### config.mk
export PLATFORM = sky130hd
export DESIGN_NAME = cascade_fifo_ctrl
export DESIGN_NICKNAME = d
export VERILOG_FILES = /design/src/rtl/cascade_fifo_pkg.sv /design/src/rtl/cascade_bank.sv /design/src/rtl/cascade_flag_merge.sv /design/src/rtl/cascade_fifo_ctrl.sv
export SDC_FILE = /design/constraint.sdc
export NUM_CORES = 1
export LEC_CHECK = 0
export ABC_AREA = 0
export BUFFER_PORTS_ARGS = -buffer_cell sky130_fd_sc_hd__buf_2
export CAP_MARGIN = 20
export CORE_ASPECT_RATIO = 1.5
export CORE_UTILIZATION = 50
export CTS_BUF_LIST = sky130_fd_sc_hd__clkbuf_16
export DETAILED_ROUTE_END_ITERATION = 10
export PLACE_DENSITY_LB_ADDON = 0.08
export SLEW_MARGIN = 20
export SYNTH_ARGS = -nofsm -noshare
export SYNTH_HDL_FRONTEND = slang
export SYNTH_SLANG_ARGS = --single-unit
### constraint.sdc
create_clock -name clk -period 4 [get_ports clk]
set_input_delay 0.6 -clock clk [delete_from_list [all_inputs] [get_ports clk]]
set_output_delay 0.6 -clock clk [all_outputs]
set_load 0.1 [all_outputs]
### src/rtl/cascade_fifo_pkg.sv
// Package: shared types and helpers for the cascaded FIFO controller.
// Assumes: nothing beyond standard SystemVerilog.
package cascade_fifo_pkg;

    // Operating mode captured during reset
    typedef enum logic {
        MODE_SINGLE  = 1'b0,
        MODE_CASCADE = 1'b1
    } fifo_mode_e;

    // Index of the bank that precedes bank i in a ring of n banks
    function automatic int ring_prev(input int i, input int n);
        return (i + n - 1) % n;
    endfunction

endpackage

### src/rtl/cascade_bank.sv
// Module: one storage bank with its write/read pointers, its occupancy
// and its write and read token stages.
// Assumes: BANK_DEPTH >= 2. The chain inputs come from the registered pass
// pulses of the preceding bank. cascade/is_first are stable outside reset.
module cascade_bank #(
    parameter int DATA_W     = 9,
    parameter int BANK_DEPTH = 8
) (
    input  logic              clk,
    input  logic              rst_n,
    input  logic              cascade,
    input  logic              is_first,
    input  logic              wr_en,
    input  logic [DATA_W-1:0] wr_data,
    input  logic              rd_en,
    input  logic              retransmit,
    input  logic              xi_wr,
    input  logic              xi_rd,
    output logic              xo_wr,
    output logic              xo_rd,
    output logic              wr_hold,
    output logic              rd_hold,
    output logic              full,
    output logic              empty,
    output logic              half_full,
    output logic [DATA_W-1:0] rd_word
);
    localparam int ADDR_W = (BANK_DEPTH > 1) ? $clog2(BANK_DEPTH) : 1;
    localparam int CNT_W  = $clog2(BANK_DEPTH + 1);
    localparam logic [ADDR_W-1:0] LAST_ADDR = ADDR_W'(BANK_DEPTH - 1);
    localparam logic [CNT_W-1:0]  CNT_FULL  = CNT_W'(BANK_DEPTH);
    localparam logic [CNT_W-1:0]  CNT_HALF  = CNT_W'(BANK_DEPTH / 2);

    logic [DATA_W-1:0] mem [BANK_DEPTH];
    logic [ADDR_W-1:0] wp, rp;
    logic [CNT_W-1:0]  count;
    logic              tok_w_q, tok_r_q;
    logic              xo_w_q, xo_r_q;
    logic              rt_go, wr_go, rd_go, wr_pass, rd_pass;

    // Token ownership: in cascade a held token or an incoming pass pulse; single fixes it to the first bank
    always_comb begin
        wr_hold = cascade ? (tok_w_q | xi_wr) : is_first;
        rd_hold = cascade ? (tok_r_q | xi_rd) : is_first;
    end

    // Accept decisions and pass detection for this cycle
    always_comb begin
        full    = (count == CNT_FULL);
        empty   = (count == '0);
        rt_go   = !cascade && is_first && retransmit;
        wr_go   = wr_hold && wr_en && !full && !rt_go;
        rd_go   = rd_hold && rd_en && !empty && !rt_go;
        wr_pass = cascade && wr_go && (wp == LAST_ADDR);
        rd_pass = cascade && rd_go && (rp == LAST_ADDR);
    end

    // Pointer and occupancy update
    always_ff @(posedge clk) begin
        if (!rst_n) begin
            wp    <= '0;
            rp    <= '0;
            count <= '0;
        end else if (rt_go) begin
            rp    <= '0;
            count <= CNT_W'(wp);
        end else begin
            if (wr_go) wp <= (wp == LAST_ADDR) ? '0 : wp + 1'b1;
            if (rd_go) rp <= (rp == LAST_ADDR) ? '0 : rp + 1'b1;
            case ({wr_go, rd_go})
                2'b10:   count <= count + 1'b1;
                2'b01:   count <= count - 1'b1;
                default: count <= count;
            endcase
        end
    end

    // Storage write
    always_ff @(posedge clk) begin
        if (wr_go) mem[wp] <= wr_data;
    end

    // Token registers and registered pass pulses
    always_ff @(posedge clk) begin
        if (!rst_n) begin
            tok_w_q <= is_first;
            tok_r_q <= is_first;
            xo_w_q  <= 1'b0;
            xo_r_q  <= 1'b0;
        end else begin
            tok_w_q <= (tok_w_q | xi_wr) & ~wr_pass;
            tok_r_q <= (tok_r_q | xi_rd) & ~rd_pass;
            xo_w_q  <= wr_pass;
            xo_r_q  <= rd_pass;
        end
    end

    // Output drive
    always_comb begin
        xo_wr     = xo_w_q;
        xo_rd     = xo_r_q;
        half_full = !cascade && (count > CNT_HALF);
        rd_word   = mem[rp];
    end

endmodule

### src/rtl/cascade_flag_merge.sv
// Module: merges the per-bank flags into composite flags and selects the
// read word from the bank that holds the read token.
// Assumes: rd_sel is one-hot. In single mode first_oh names the only working bank.
module cascade_flag_merge #(
    parameter int NUM_BANKS = 3,
    parameter int DATA_W    = 9
) (
    input  logic                 cascade,
    input  logic [NUM_BANKS-1:0] first_oh,
    input  logic [NUM_BANKS-1:0] bank_full,
    input  logic [NUM_BANKS-1:0] bank_empty,
    input  logic [NUM_BANKS-1:0] bank_hf,
    input  logic [NUM_BANKS-1:0] rd_sel,
    input  logic [DATA_W-1:0]    words [NUM_BANKS],
    output logic                 full,
    output logic                 empty,
    output logic                 half_full,
    output logic [DATA_W-1:0]    rd_data
);
    // Composite flags: all banks in cascade, the first bank alone otherwise
    always_comb begin
        full      = cascade ? (&bank_full)  : |(bank_full  & first_oh);
        empty     = cascade ? (&bank_empty) : |(bank_empty & first_oh);
        half_full = !cascade && |(bank_hf & first_oh);
    end

    // Read word select: OR of the words masked by the one-hot read owner
    always_comb begin
        rd_data = '0;
        for (int i = 0; i < NUM_BANKS; i++) begin
            if (rd_sel[i]) rd_data = rd_data | words[i];
        end
    end

endmodule

### src/rtl/cascade_fifo_ctrl.sv
// Module: top of the depth-cascaded FIFO. It captures the mode straps during
// reset, builds the ring of banks, wires each bank's pass pulses into the
// next bank, and merges the flags.
// Assumes: NUM_BANKS >= 2, BANK_DEPTH >= 2, strap_first < NUM_BANKS.
module cascade_fifo_ctrl
    import cascade_fifo_pkg::*;
#(
    parameter int NUM_BANKS  = 3,
    parameter int BANK_DEPTH = 8,
    parameter int DATA_W     = 9,
    localparam int SEL_W     = (NUM_BANKS > 1) ? $clog2(NUM_BANKS) : 1
) (
    input  logic                 clk,
    input  logic                 rst_n,
    input  logic                 strap_cascade,
    input  logic [SEL_W-1:0]     strap_first,
    input  logic                 wr_en,
    input  logic [DATA_W-1:0]    wr_data,
    input  logic                 rd_en,
    output logic [DATA_W-1:0]    rd_data,
    input  logic                 retransmit,
    output logic                 full,
    output logic                 empty,
    output logic                 half_full,
    output logic [NUM_BANKS-1:0] wr_token,
    output logic [NUM_BANKS-1:0] rd_token,
    output logic [NUM_BANKS-1:0] xo_wr,
    output logic [NUM_BANKS-1:0] xo_rd
);
    fifo_mode_e         mode_q, mode_now;
    logic [SEL_W-1:0]   first_q, first_now;
    logic               casc_now;
    logic [NUM_BANKS-1:0] first_oh;
    logic [NUM_BANKS-1:0] b_full, b_empty, b_hf;
    logic [DATA_W-1:0]    b_word [NUM_BANKS];

    // Strap capture: load while reset is held, hold afterwards
    always_ff @(posedge clk) begin
        if (!rst_n) begin
            mode_q  <= strap_cascade ? MODE_CASCADE : MODE_SINGLE;
            first_q <= strap_first;
        end
    end

    // Effective mode: live straps during reset so bank resets see them
    always_comb begin
        mode_now  = rst_n ? mode_q : (strap_cascade ? MODE_CASCADE : MODE_SINGLE);
        first_now = rst_n ? first_q : strap_first;
        casc_now  = (mode_now == MODE_CASCADE);
    end

    generate
        for (genvar i = 0; i < NUM_BANKS; i++) begin : g_bank
            localparam int PREV = ring_prev(i, NUM_BANKS);

            // Starting-bank decode for this ring position
            always_comb first_oh[i] = (first_now == SEL_W'(i));

            cascade_bank #(
                .DATA_W     (DATA_W),
                .BANK_DEPTH (BANK_DEPTH)
            ) u_bank (
                .clk        (clk),
                .rst_n      (rst_n),
                .cascade    (casc_now),
                .is_first   (first_oh[i]),
                .wr_en      (wr_en),
                .wr_data    (wr_data),
                .rd_en      (rd_en),
                .retransmit (retransmit),
                .xi_wr      (xo_wr[PREV]),
                .xi_rd      (xo_rd[PREV]),
                .xo_wr      (xo_wr[i]),
                .xo_rd      (xo_rd[i]),
                .wr_hold    (wr_token[i]),
                .rd_hold    (rd_token[i]),
                .full       (b_full[i]),
                .empty      (b_empty[i]),
                .half_full  (b_hf[i]),
                .rd_word    (b_word[i])
            );
        end
    endgenerate

    cascade_flag_merge #(
        .NUM_BANKS (NUM_BANKS),
        .DATA_W    (DATA_W)
    ) u_merge (
        .cascade    (casc_now),
        .first_oh   (first_oh),
        .bank_full  (b_full),
        .bank_empty (b_empty),
        .bank_hf    (b_hf),
        .rd_sel     (rd_token),
        .words      (b_word),
        .full       (full),
        .empty      (empty),
        .half_full  (half_full),
        .rd_data    (rd_data)
    );

endmodule

=== Word level (Yosys, flattened, before mapping) ===
Memory sizes are Yosys's and may differ from the RTL's. A register that Yosys moved wholly into a read port is not among the register bits.
Index checks and enable logic that the tools add are counted.

* Register bits: 45
* Latch bits: 0
* Bits in writable memories: 216
* Memory bits (read-only): 0
* Input bits: 17
* Output and inout port bits: 24
* Memories: 3

* Add/subtract/negate cells: 12
* Multiply operators: 0
* Divide/modulo/power cells: 0
* Order comparisons: 3
* Eq/ne operators: 17
* Shifts and indexed selects: 0
* Mux-type cells: 44
* Bitwise logic cells: 27
* Reduce and logical (&&, ||, !) cells: 71

{| class="wikitable"
|+ Memories
! memory !! depth !! bits a word !! read ports !! clocked after memory_dff !! wr ports !! line !! text
|-
| g_bank[0].u_bank.mem || 8 || 9 || 1 || 1 || 1 || cascade_bank.sv:34 || <nowiki>logic [DATA_W-1:0] mem [BANK_DEPTH];</nowiki>
|-
| g_bank[1].u_bank.mem || 8 || 9 || 1 || 1 || 1 || cascade_bank.sv:34 ||
|-
| g_bank[2].u_bank.mem || 8 || 9 || 1 || 1 || 1 || cascade_bank.sv:34 ||
|}

{| class="wikitable"
|+ Operators with widths
! kind !! count
|-
| 3-bit 2-to-1 mux || 15
|-
| 1-bit logical AND || 40
|-
| 9-bit 2-to-1 mux || 3
|-
| 4-bit case mux with 2 select lines || 3
|-
| 1-bit 2-to-1 mux || 22
|-
| 3-bit by 1-bit adder with 3-bit output (second input constant) || 6
|-
| 3-bit == test (second input constant) || 6
|-
| 9-bit bitwise OR || 2
|-
| 4-bit by 1-bit adder with 4-bit output (second input constant) || 3
|-
| 4-bit == test (second input constant) || 3
|-
| 4-bit by 3-bit greater-than comparator with 1-bit output (second input constant) || 3
|-
| 4-bit zero test || 3
|-
| 4-bit by 1-bit subtractor with 4-bit output (second input constant) || 3
|-
| 1-bit zero test || 10
|-
| 1-bit inverter || 10
|-
| 3-bit bitwise AND || 3
|-
| 3-bit nonzero test || 3
|-
| 3-bit OR reduction || 3
|-
| 2-bit by 1-bit == test with 1-bit output (second input constant) || 4
|-
| 2-bit == test (second input constant) || 4
|-
| 1-bit bitwise AND || 6
|-
| 1-bit bitwise OR || 6
|-
| 2-bit AND reduction || 3
|-
| 3-bit AND reduction || 2
|-
| other kinds (4) || 8
|}

=== Logic depth before layout (Yosys ltp) ===
Gate-level depths: netlist of the first run.

* Depth in word-level cells: 12
* Mapped depth: 13
* Gate-level depth less buffers: 11

=== By module ===
A second synthesis of the first run with hierarchy kept.

* Cell total of the unflattened synthesis: 717
* Area, all modules: 11463.5 sq um

{| class="wikitable"
|+ By module, submodules not included
! module !! times used !! cells each !! area each (sq um)
|-
| cascade_bank (g_bank[1].u_bank) || 1 || 224 || 3724.8
|-
| cascade_bank (g_bank[2].u_bank) || 1 || 229 || 3712.3
|-
| cascade_bank (g_bank[0].u_bank) || 1 || 220 || 3681.0
|-
| cascade_flag_merge || 1 || 29 || 214.0
|-
| cascade_fifo_ctrl || 1 || 15 || 131.4
|}

=== Worst setup path before layout of the first run ===
OpenSTA, ideal clock, no wires.

* Path type: input to output
* Start point: input port rst_n
* End point: output port rd_data[1]
* Data arrival time: 3041 ps
* Required time: 3400 ps
* Slack: 359 ps
* Cell stages on the path: 7
* Path buffers: 2
* Path through: buf_6 -> mux2i_4 -> inv_2 -> buf_4 -> nand2_1 -> o21ai_2 -> o221ai_1

* Word-level cells in the longest chain between the ends: 8

{| class="wikitable"
|+ RTL lines
! item !! line !! text
|-
| start, declared || cascade_fifo_ctrl.sv:14 || <nowiki>input logic rst_n,</nowiki>
|-
| 2-bit 2-to-1 mux || n/a ||
|-
| 2-bit zero test || cascade_fifo_ctrl.sv:57 || <nowiki>always_comb first_oh[i] = (first_now == SEL_W'(i));</nowiki>
|-
| 1-bit 2-to-1 mux || cascade_bank.sv:44 || <nowiki>rd_hold = cascade ? (tok_r_q | xi_rd) : is_first;</nowiki>
|-
| 9-bit 2-to-1 mux || cascade_flag_merge.sv:31 || <nowiki>if (rd_sel[i]) rd_data = rd_data | words[i];</nowiki>
|-
| 9-bit bitwise OR || cascade_flag_merge.sv:31 ||
|-
| 9-bit 2-to-1 mux || cascade_flag_merge.sv:31 ||
|-
| 9-bit bitwise OR || cascade_flag_merge.sv:31 ||
|-
| 9-bit 2-to-1 mux (*) || cascade_flag_merge.sv:31 ||
|-
| end, declared || cascade_fifo_ctrl.sv:20 || <nowiki>output logic [DATA_W-1:0] rd_data,</nowiki>
|}

Mark *: on every way between the ends. The rest lies on a longest branch, timed or not.

=== Worst setup path in the final report of the first run ===
* Start point: register mode_q
* End point: output port rd_data[2]

* Word-level cells in the longest chain between the ends: 7

{| class="wikitable"
|+ RTL lines
! item !! line !! text
|-
| start, declared || cascade_fifo_ctrl.sv:30 || <nowiki>fifo_mode_e mode_q, mode_now;</nowiki>
|-
| start signal, assigned || cascade_fifo_ctrl.sv:40 || <nowiki>mode_q <= strap_cascade ? MODE_CASCADE : MODE_SINGLE;</nowiki>
|-
| 1-bit 2-to-1 mux (*) || n/a ||
|-
| 1-bit 2-to-1 mux || cascade_bank.sv:44 ||
|-
| 9-bit 2-to-1 mux || cascade_flag_merge.sv:31 ||
|-
| 9-bit bitwise OR || cascade_flag_merge.sv:31 ||
|-
| 9-bit 2-to-1 mux || cascade_flag_merge.sv:31 ||
|-
| 9-bit bitwise OR || cascade_flag_merge.sv:31 ||
|-
| 9-bit 2-to-1 mux (*) || cascade_flag_merge.sv:31 ||
|}

Marked as above.

==> metrics, run 1 <==
FMAX=279 MHz; crit path max fanout=21; Avg Cell Area, Syn=15.9 sq um; Final Max Slew Viols=0; drt total wl=25,200 microns; Final GP Congestion=0.923; RR Endpoint=g_bank[2].u_bank.count[2]$_SDFFE_PN0P_; final-report hold violation count=0; initial drt markers=466; post-DP HPWL=17,300 microns; clk slew on worst S/H paths=0.06 ns; Synth Instances=735; FILL cells=1,795; R2R cell count=11; unrepaired setup endpoints after global routing=false; GRT Resource Usage Total=0.216; antenna-violating nets left=0; DIE AREA=0.0241 sq mm; Skew-Pair Late Insertion Delay=0.51 ns; I/O Buffers=40; 1st-pass router iterations=5; layout cell share with drive strength beyond 1=0.261; DR vias/cell=6.03; Clock Sinks=270; CTS tree=yes; # rows=68; GRT overflow=0; htree depth=1; postcts setup bufs=0; Hold Path Class=in -> reg; Die Wd=127 microns; initial antenna violation count=0; Ys Warns=0; Routed met2 length=13,300 microns; status=completed; minimum clock period after layout=3.59 ns; Setup CP Type=reg -> out; io pins=41; CTS Buf Count=25; CP endpoint=rd_data[2]; met1 wire length=10,200 microns; P per Cell Area=451 mW/mm^2; DRC viols=0; Startpoint Class=flop; Worst-Margin Slew=0.953 ns; worst setup path startpoint=mode_q$_DFF_P_; routed vias=6,534; Area Overhead vs Synth=11.4%; register area=0.00757 sq mm; overall power=0.00589 W; distinct cell type count after synthesis=69; Fin Setup TNS=0 ns; WL met3=1060 microns; largest net degree at the start of global routing=25; DR WL/cell=23.2 microns; highest metal used=met4; antenna cells=0; CP arrival=2.99 ns; prevailing post-synth register cell=edfxtp_1; nets@finish=824; footprint of the multi-input gates=0.00383 sq mm; reg2reg start=mode_q$_DFF_P_; Worst Skew=0.00778 ns; vias in the first global route=6,679; die height=190 microns; Leakage=4.42 nW; Clock Tree Buf Depth=3; Clock Tree Root=clkbuf_16; Max transition margin=0.363; global-route wire length before repair=38,500 microns; CP Data Required Time=3.40 ns; Reg2Reg Setup Slack=0.85 ns; Post-synth EDFFs=216; Initial Util=0.510; maxcap violations=0; peak supply drop=349 uV; Netlist Area Pre-Place=0.0117 sq mm; sequential share of the synthesized area=0.646; ys async rst share=0; net count of the mapped netlist=773; PostCTS Resize Cnt=0; Core Box Area=0.0230 sq mm; Critical Path End Type=output port; fin crit share=0.897; #FFs+latches synth=270; hold_buf cts=0; count of final setup violators=0
==> per-layer routing <==
layer / vias to the layer above / GRT usage
li1: 3015 / -
met1: 3302 / 0.266
met2: 176 / 0.392
met3: 41 / 0.0251
met4: 0 / 0.0719
met5: - / 0
==> flip-flops by register name, indices dropped and copies added, names as in the netlist, named ones only <==
signal                 cells
first_q                    2
g_bank.u_bank.count       12
g_bank.u_bank.mem        216
g_bank.u_bank.rp           9
g_bank.u_bank.tok_r_q      3
g_bank.u_bank.tok_w_q      3
g_bank.u_bank.wp           9
g_bank.u_bank.xo_rd        3
g_bank.u_bank.xo_wr        3
mode_q                     1
==> cells in the final DEF (no fill, tap or decap), types with 4 or more instances in the layout <==
cell / count
nor4b_2: 10
a31oi_1: 6
inv_1: 19
mux4_2: 54
buf_4: 36
nand2b_1: 5
nand3_1: 21
o211ai_1: 9
nor2b_1: 4
nor3_1: 10
clkinv_1: 6
o21ai_0: 17
nor2_1: 26
mux2i_1: 39
nor4_2: 6
xor2_1: 6
and3_1: 8
edfxtp_1: 216
nor4_1: 4
buf_2: 40
nand2_1: 39
dfxtp_1: 54
a21oi_1: 11
mux2_2: 12
o21a_1: 4
or2_2: 5
a211oi_1: 7
ha_1: 21
o221ai_1: 11
clkbuf_16: 25
or3_1: 7
==> stage by stage <==
stage               std cells  hold slack (ns)  instance area [sq um]  worst slack (ns)  utilization
floorplan                 735            0.468                  11700             0.359            -
global placement         1039            0.498                  12300             0.557        0.535
detailed placement       1039            0.509                  12300             0.424        0.535
CTS                      1084            0.427                  13100             0.445        0.568
global route             1084            0.439                  13100             0.270        0.568
finish                   1084            0.448                  13100             0.413        0.568
==> kinds of logic after synthesis <==
logic type / after synthesis / share of synthesized area
adders and majority gates: 21 / 0.0224
DFF: 270 / 0.646
and+or+nand+nor: 163 / 0.0833
buffers and inverters: 68 / 0.0294
xor gates and xnor gates: 9 / 0.00673
AOI/OAI and AO/OA: 98 / 0.0620
muxes: 106 / 0.151
==> synth_stat cells, types with 9 or more instances <==
| cell | instances | area, sq um |
|---|---|---|
| mux2_2 | 12 | 135 |
| mux4_2 | 54 | 1220 |
| nor2_1 | 26 | 97.6 |
| ha_1 | 21 | 263 |
| edfxtp_1 | 216 | 6490 |
| o211ai_1 | 9 | 67.6 |
| clkbuf_1 | 18 | 67.6 |
| nand3_1 | 21 | 105 |
| nor3_1 | 10 | 50.1 |
| nand2_1 | 39 | 146 |
| mux2i_1 | 39 | 390 |
| buf_4 | 13 | 97.6 |
| inv_1 | 12 | 45.0 |
| a21oi_1 | 11 | 55.1 |
| buf_2 | 10 | 50.1 |
| o21ai_0 | 17 | 85.1 |
| nor4b_2 | 10 | 150 |
| o221ai_1 | 11 | 96.3 |
| dfxtp_1 | 54 | 1080 |
==> worst min path at each step <==
stage,start,endpoint,slack [ns],depth (start not counted)
2_1_floorplan,g_bank[2].u_bank.rp[0]$_SDFFE_PP0N_,flop,0.47,2
6_report,strap_first[0],first_q[0]$_DFF_P_,0.45,2
3_3_place_gp,g_bank[2].u_bank.rp[0]$_SDFFE_PP0N_,g_bank[2].u_bank.rp[0]$_SDFFE_PP0N_,0.50,2
5_1_grt,strap_first[0],first_q[0]$_DFF_P_,0.44,2
4_1_cts,strap_first[0],first_q[0]$_DFF_P_,0.43,2
3_5_place_dp,g_bank[2].u_bank.rp[0]$_SDFFE_PP0N_,g_bank[2].u_bank.rp[0]$_SDFFE_PP0N_,0.51,2
==> worst max-delay path, cell delays in order (launching register included) <==
cell      delay (ns)
dfxtp_1         0.40
mux2i_4         0.48
inv_2           0.29
or3_1           0.65
nand3_1         0.15
o221ai_1        0.15
buf_2           0.34
==> where the power goes <==
group          switching [W]  internal (W)
clock network       0.000973       0.00126
logic               0.000421      0.000141
registers          0.0000352       0.00306
total                0.00143       0.00447
==> area by class of cell <==
class / count / area share
repair buffers: 76 / 0.0360
clock inverters: 20 / 0.0112
inverters: 16 / 0.00498
well taps: 280 / 0.0268
clock buffers: 25 / 0.0479
flip-flops and latches: 270 / 0.579
multi-input cells: 397 / 0.294
Note: power is estimated with default switching activity, not from simulation.
==> inputs of run 2 (changes only) <==
--- a/config.mk
+++ b/config.mk
@@ -9,6 +9,7 @@
 export BUFFER_PORTS_ARGS = -buffer_cell sky130_fd_sc_hd__buf_2
 export CAP_MARGIN = 20
 export CORE_ASPECT_RATIO = 1.5
+export CORE_MARGIN = 4
 export CORE_UTILIZATION = 50
 export CTS_BUF_LIST = sky130_fd_sc_hd__clkbuf_16
 export DETAILED_ROUTE_END_ITERATION = 10
==> metrics, run 2 (synthesis gave the netlist of run 1 again) <==
1st-pass router iterations=6 (was 5); Final GP Congestion=0.896 (was 0.923); Largest Register=g_bank.u_bank.mem (unchanged); # rows=68 (unchanged); minimum clock period after layout=3.60 ns (was 3.59 ns); hold path depth=3 (was 2); FMAX=278 MHz (was 279 MHz); antenna cells=0 (unchanged); Clock Sinks=270 (unchanged); reg2reg start=mode_q$_DFF_P_ (unchanged); layout cell share with drive strength beyond 1=0.272 (was 0.261); fin crit share=0.899 (was 0.897); Leakage=4.45 nW (was 4.42 nW); DIE AREA=0.0260 sq mm (was 0.0241 sq mm); R2R cell count=12 (was 11); initial drt markers=555 (was 466); Die Wd=133 microns (was 127 microns); crit path max fanout=21 (unchanged); post-DP HPWL=17,500 microns (was 17,300 microns); most frequent cells in the layout=edfxtp_1, mux4_2, dfxtp_1, buf_2 (unchanged); Hold Path Class=in -> reg (unchanged); Startpoint Class=flop (unchanged); Core Box Area=0.0231 sq mm (was 0.0230 sq mm); met2 GRT Util=0.348 (was 0.392); P per Cell Area=464 mW/mm^2 (was 451 mW/mm^2); Skew-Pair Late Insertion Delay=0.51 ns (about the same); Clock Tree Root=clkbuf_16 (unchanged); crit-path cells=mux2i_4 > inv_2 > or3_1 > nand3_1 > o221ai_1 > buf_2 (unchanged); peak supply drop=334 uV (was 349 uV); largest net degree at the start of global routing=28 (was 25); vias in the first global route=6,873 (was 6,679); PostCTS Resize Cnt=0 (unchanged); met3 Use GR=0.0229 (was 0.0251); Slowest-stage cell, CP=or3_1 (unchanged); hold_buf cts=0 (unchanged); CTS tree=yes (unchanged); Area Overhead vs Synth=12.6% (was 11.4%); drt total wl=25,800 microns (was 25,200 microns); routed vias=6,600 (was 6,534); most common cell after layout, fill and taps aside=edfxtp_1 (unchanged); I/O Buffers=40 (unchanged); DR vias/cell=5.89 (was 6.03); postcts setup bufs=0 (unchanged); GRT Resource Usage Total=0.201 (was 0.216); unrepaired setup endpoints after global routing=false (unchanged); clk slew on worst S/H paths=0.07 ns (was 0.06 ns); status=completed (unchanged); Max transition margin=0.372 (was 0.363); GRT met1 Usage=0.273 (was 0.266); max reg flops=216 (unchanged); hold path start=strap_first[1] (was strap_first[0]); GRT overflow=0 (unchanged); initial antenna violation count=0 (unchanged); Critical Path End Type=output port (unchanged); FILL cells=1,787 (was 1,795); maxcap violations=0 (unchanged); global-route wire length before repair=40,400 microns (was 38,500 microns); Clock Tree Buf Depth=3 (unchanged); Worst-Margin Slew=0.941 ns (was 0.953 ns); Top Registers=g_bank.u_bank.mem: 216 flops, g_bank.u_bank.count: 12 flops (unchanged); DRC viols=0 (unchanged); GR peak layer=met2 (unchanged); Final Max Slew Viols=0 (unchanged); htree depth=1 (unchanged); RR Endpoint=g_bank[0].u_bank.count[2]$_SDFFE_PN0P_ (was g_bank[2].u_bank.count[2]$_SDFFE_PN0P_); DR WL/cell=23.0 microns (was 23.2 microns); hold slack final=0.463 ns (was 0.448 ns); hold endpoint=g_bank[2].u_bank.tok_r_q$_DFF_P_ (was first_q[0]$_DFF_P_); Fin Setup TNS=0 ns (unchanged); final-report hold violation count=0 (unchanged); Layout Utilization=0.572 (was 0.568); io pins=41 (unchanged); count of final setup violators=0 (unchanged); nets@finish=823 (was 824); Setup CP Type=reg -> out (unchanged); Worst path max stage delay=0.65 ns (about the same); Reg2Reg Setup Slack=0.78 ns (was 0.85 ns); die height=196 microns (was 190 microns); Initial Util=0.508 (was 0.510); antenna-violating nets left=0 (unchanged); CP arrival=3.00 ns (was 2.99 ns); CP Data Required Time=3.40 ns (about the same); CTS Buf Count=26 (was 25); Worst Skew=0.00885 ns (was 0.00778 ns)
run 2: layer usage:
layer  vias up  wire length, microns
li1       3025                     -
met1      3364                 10800
met2       172                 13200
met3        39                  1070
met4         0                   633
met5         -                     0
run 2: worst max-delay path: cells and delay by family, from the launching register on:
kind / cells / cell delay (ns)
buffers and inverters: 2 / 0.61
AOI/OAI and AO/OA: 1 / 0.13
DFF: 1 / 0.39
muxes: 1 / 0.49
and+or+nand+nor: 2 / 0.85
run 2: final cells by class:
cell class	count	area (sq um)	area share
timing repair buffer	74	455	0.0345
inverter	16	65.1	0.00493
clock buffer	29	726	0.0550
clock inverter	19	151	0.0115
sequential	270	7570	0.574
tap	315	394	0.0299
multi-input combinational	397	3830	0.291
run 2: how the worst max path moves through the flow:
stage              startpoint                                     end
6_report       mode_q$_DFF_P_                              rd_data[7]
3_5_place_dp            rst_n  g_bank[0].u_bank.count[2]$_SDFFE_PN0P_
3_3_place_gp            rst_n  g_bank[0].u_bank.count[2]$_SDFFE_PN0P_
4_1_cts        mode_q$_DFF_P_                              rd_data[7]
2_1_floorplan           rst_n                              rd_data[1]
5_1_grt        mode_q$_DFF_P_                              rd_data[7]
run 2: metrics by stage:
step	area, sq um	setup WS, ns	instances	power, W
6_report	13200	0.402	1120	0.00612
2_1_floorplan	11700	0.359	735	0.00358
5_1_grt	13200	0.198	1120	0.00634
4_1_cts	13200	0.416	1120	0.00618
3_3_place_gp	12300	0.518	1072	0.00370
3_5_place_dp	12300	0.365	1072	0.00372
run 2: power by group:
part | leakage (nW) | switching (W) | internal, W | total [W]
registers | 2.38 | 0.0000345 | 0.00306 | 0.00309
logic | 1.63 | 0.000419 | 0.000138 | 0.000556
clock network | 0.434 | 0.00103 | 0.00144 | 0.00247
total | 4.45 | 0.00149 | 0.00464 | 0.00612
==> inputs of run 3 (changes only) <==
==> constraint.sdc (replaced) <==
create_clock -name clk -period 4.3 [get_ports clk]
set_input_delay 0.645 -clock clk [delete_from_list [all_inputs] [get_ports clk]]
set_output_delay 0.645 -clock clk [all_outputs]
set_load 0.1 [all_outputs]
==> metrics, run 3 (synthesis gave the netlist of run 1 again) <==
crit path max fanout=21 (unchanged); Setup CP Type=in -> out (was reg -> out); Critical Path End Type=output port (unchanged); P per Cell Area=422 mW/mm^2 (was 464 mW/mm^2); Clock Tree Root=clkbuf_16 (unchanged); peak supply drop=410 uV (was 334 uV); most common cell after layout, fill and taps aside=edfxtp_1 (unchanged); 1st-pass router iterations=7 (was 6); Leakage=4.41 nW (was 4.45 nW); Layout Utilization=0.569 (was 0.572); initial antenna violation count=0 (unchanged); maxcap violations=0 (unchanged); CP Data Required Time=3.65 ns (was 3.40 ns); CP arrival=3.16 ns (was 3.00 ns); initial drt markers=521 (was 555); drt total wl=25,500 microns (was 25,800 microns); die height=196 microns (unchanged); hold slack final=0.489 ns (was 0.463 ns); FILL cells=1,850 (was 1,787); global-route wire length before repair=39,800 microns (was 40,400 microns); Worst-Margin Slew=0.930 ns (was 0.941 ns); antenna cells=0 (unchanged); most frequent cells in the layout=edfxtp_1, mux4_2, dfxtp_1, buf_2 (unchanged); postcts setup bufs=0 (unchanged); Hold Path Class=in -> reg (unchanged); Max transition margin=0.379 (was 0.372); fin crit share=0.886; Final GP Congestion=0.851 (was 0.896); PostCTS Resize Cnt=0 (unchanged); Skew-Pair Late Insertion Delay=0.52 ns (was 0.51 ns); Die Wd=133 microns (unchanged); CTS Buf Count=26 (unchanged); CTS tree=yes (unchanged); largest net degree at the start of global routing=25 (was 28); final-report hold violation count=0 (unchanged); Final Max Slew Viols=0 (unchanged); FMAX=263 MHz; Clock Sinks=270 (unchanged); GRT overflow=0 (unchanged); vias in the first global route=6,770 (was 6,873); # rows=68 (unchanged); dpl cells=1,069 (was 1,072); htree depth=1 (unchanged); hold_buf cts=0 (unchanged); Worst Skew=0.0173 ns (was 0.00885 ns); Top Registers=g_bank.u_bank.mem: 216 flops, g_bank.u_bank.count: 12 flops (unchanged); Area Overhead vs Synth=11.8% (was 12.6%); DR WL/cell=22.8 microns (was 23.0 microns); status=completed (unchanged); count of final setup violators=0 (unchanged); antenna-violating nets left=0 (unchanged); DIE AREA=0.0260 sq mm (unchanged); GRT Resource Usage Total=0.199 (was 0.201); DRC viols=0 (unchanged); minimum clock period after layout=3.81 ns; clk slew on worst S/H paths=0.07 ns (about the same); routed vias=6,608 (was 6,600); overall power=0.00554 W (was 0.00612 W); unrepaired setup endpoints after global routing=false (unchanged); Largest Register=g_bank.u_bank.mem (unchanged); layout cell share with drive strength beyond 1=0.261 (was 0.272); Fin Setup TNS=0 ns (unchanged); I/O Buffers=40 (unchanged); io pins=41 (unchanged); Core Box Area=0.0231 sq mm (unchanged); DR vias/cell=5.92 (was 5.89); Post-Layout Cell Count=1,117 (was 1,120); max reg flops=216 (unchanged); post-DP HPWL=17,400 microns (was 17,500 microns); nets@finish=820 (was 823); Startpoint Class=primary input (was flop); Clock Tree Buf Depth=3 (unchanged); Initial Util=0.508 (unchanged)
==> run 3: final timing paths <==
check                                                          from                                      to  slack (ns)  depth (start not counted)
worst max-delay path                                          rst_n                              rd_data[8]        0.49                          7
worst min-delay path                                 strap_first[1]        g_bank[2].u_bank.tok_r_q$_DFF_P_        0.49                          3
worst max register to register                       mode_q$_DFF_P_  g_bank[1].u_bank.count[2]$_SDFFE_PN0P_        1.11                         11
worst min register to register  g_bank[2].u_bank.rp[0]$_SDFFE_PP0N_     g_bank[2].u_bank.rp[0]$_SDFFE_PP0N_        0.52                          2
==> run 3: critical path, cell delays in order <==
cell and delay [ns]:
buf_2 0.33, mux2i_4 0.60, inv_2 0.29, or3_1 0.65, nand3_1 0.14, o221ai_1 0.16
buf_2 0.34
==> run 3: cell type report <==
class	instances	area (sq um)	share of cell area
clock inverters	21	140	0.0107
inverters	16	65.1	0.00496
well taps	315	394	0.0301
repair buffers	71	433	0.0330
multi-input cells	397	3830	0.292
clock buffers	27	676	0.0515
flip-flops and latches	270	7570	0.577
==> run 3: power by group <==
group | internal (W) | switching, W | total (W)
registers | 0.00285 | 0.0000335 | 0.00288
clock network | 0.00120 | 0.000940 | 0.00214
logic | 0.000127 | 0.000389 | 0.000516
==> run 3: metrics by stage <==
stage,instance area (sq um),worst slack [ns]
global placement,12300,0.574
floorplan,11700,0.569
detailed placement,12300,0.410
finish,13100,0.491
CTS,13100,0.456
global route,13100,0.303
==> run 3: layer usage <==
metal	track usage	part of all wire	vias to the layer above
met5	0	0	-
met4	0.0601	0.027	0
met3	0.0227	0.048	41
met2	0.345	0.52	179
met1	0.264	0.41	3383
li1	-	-	3005
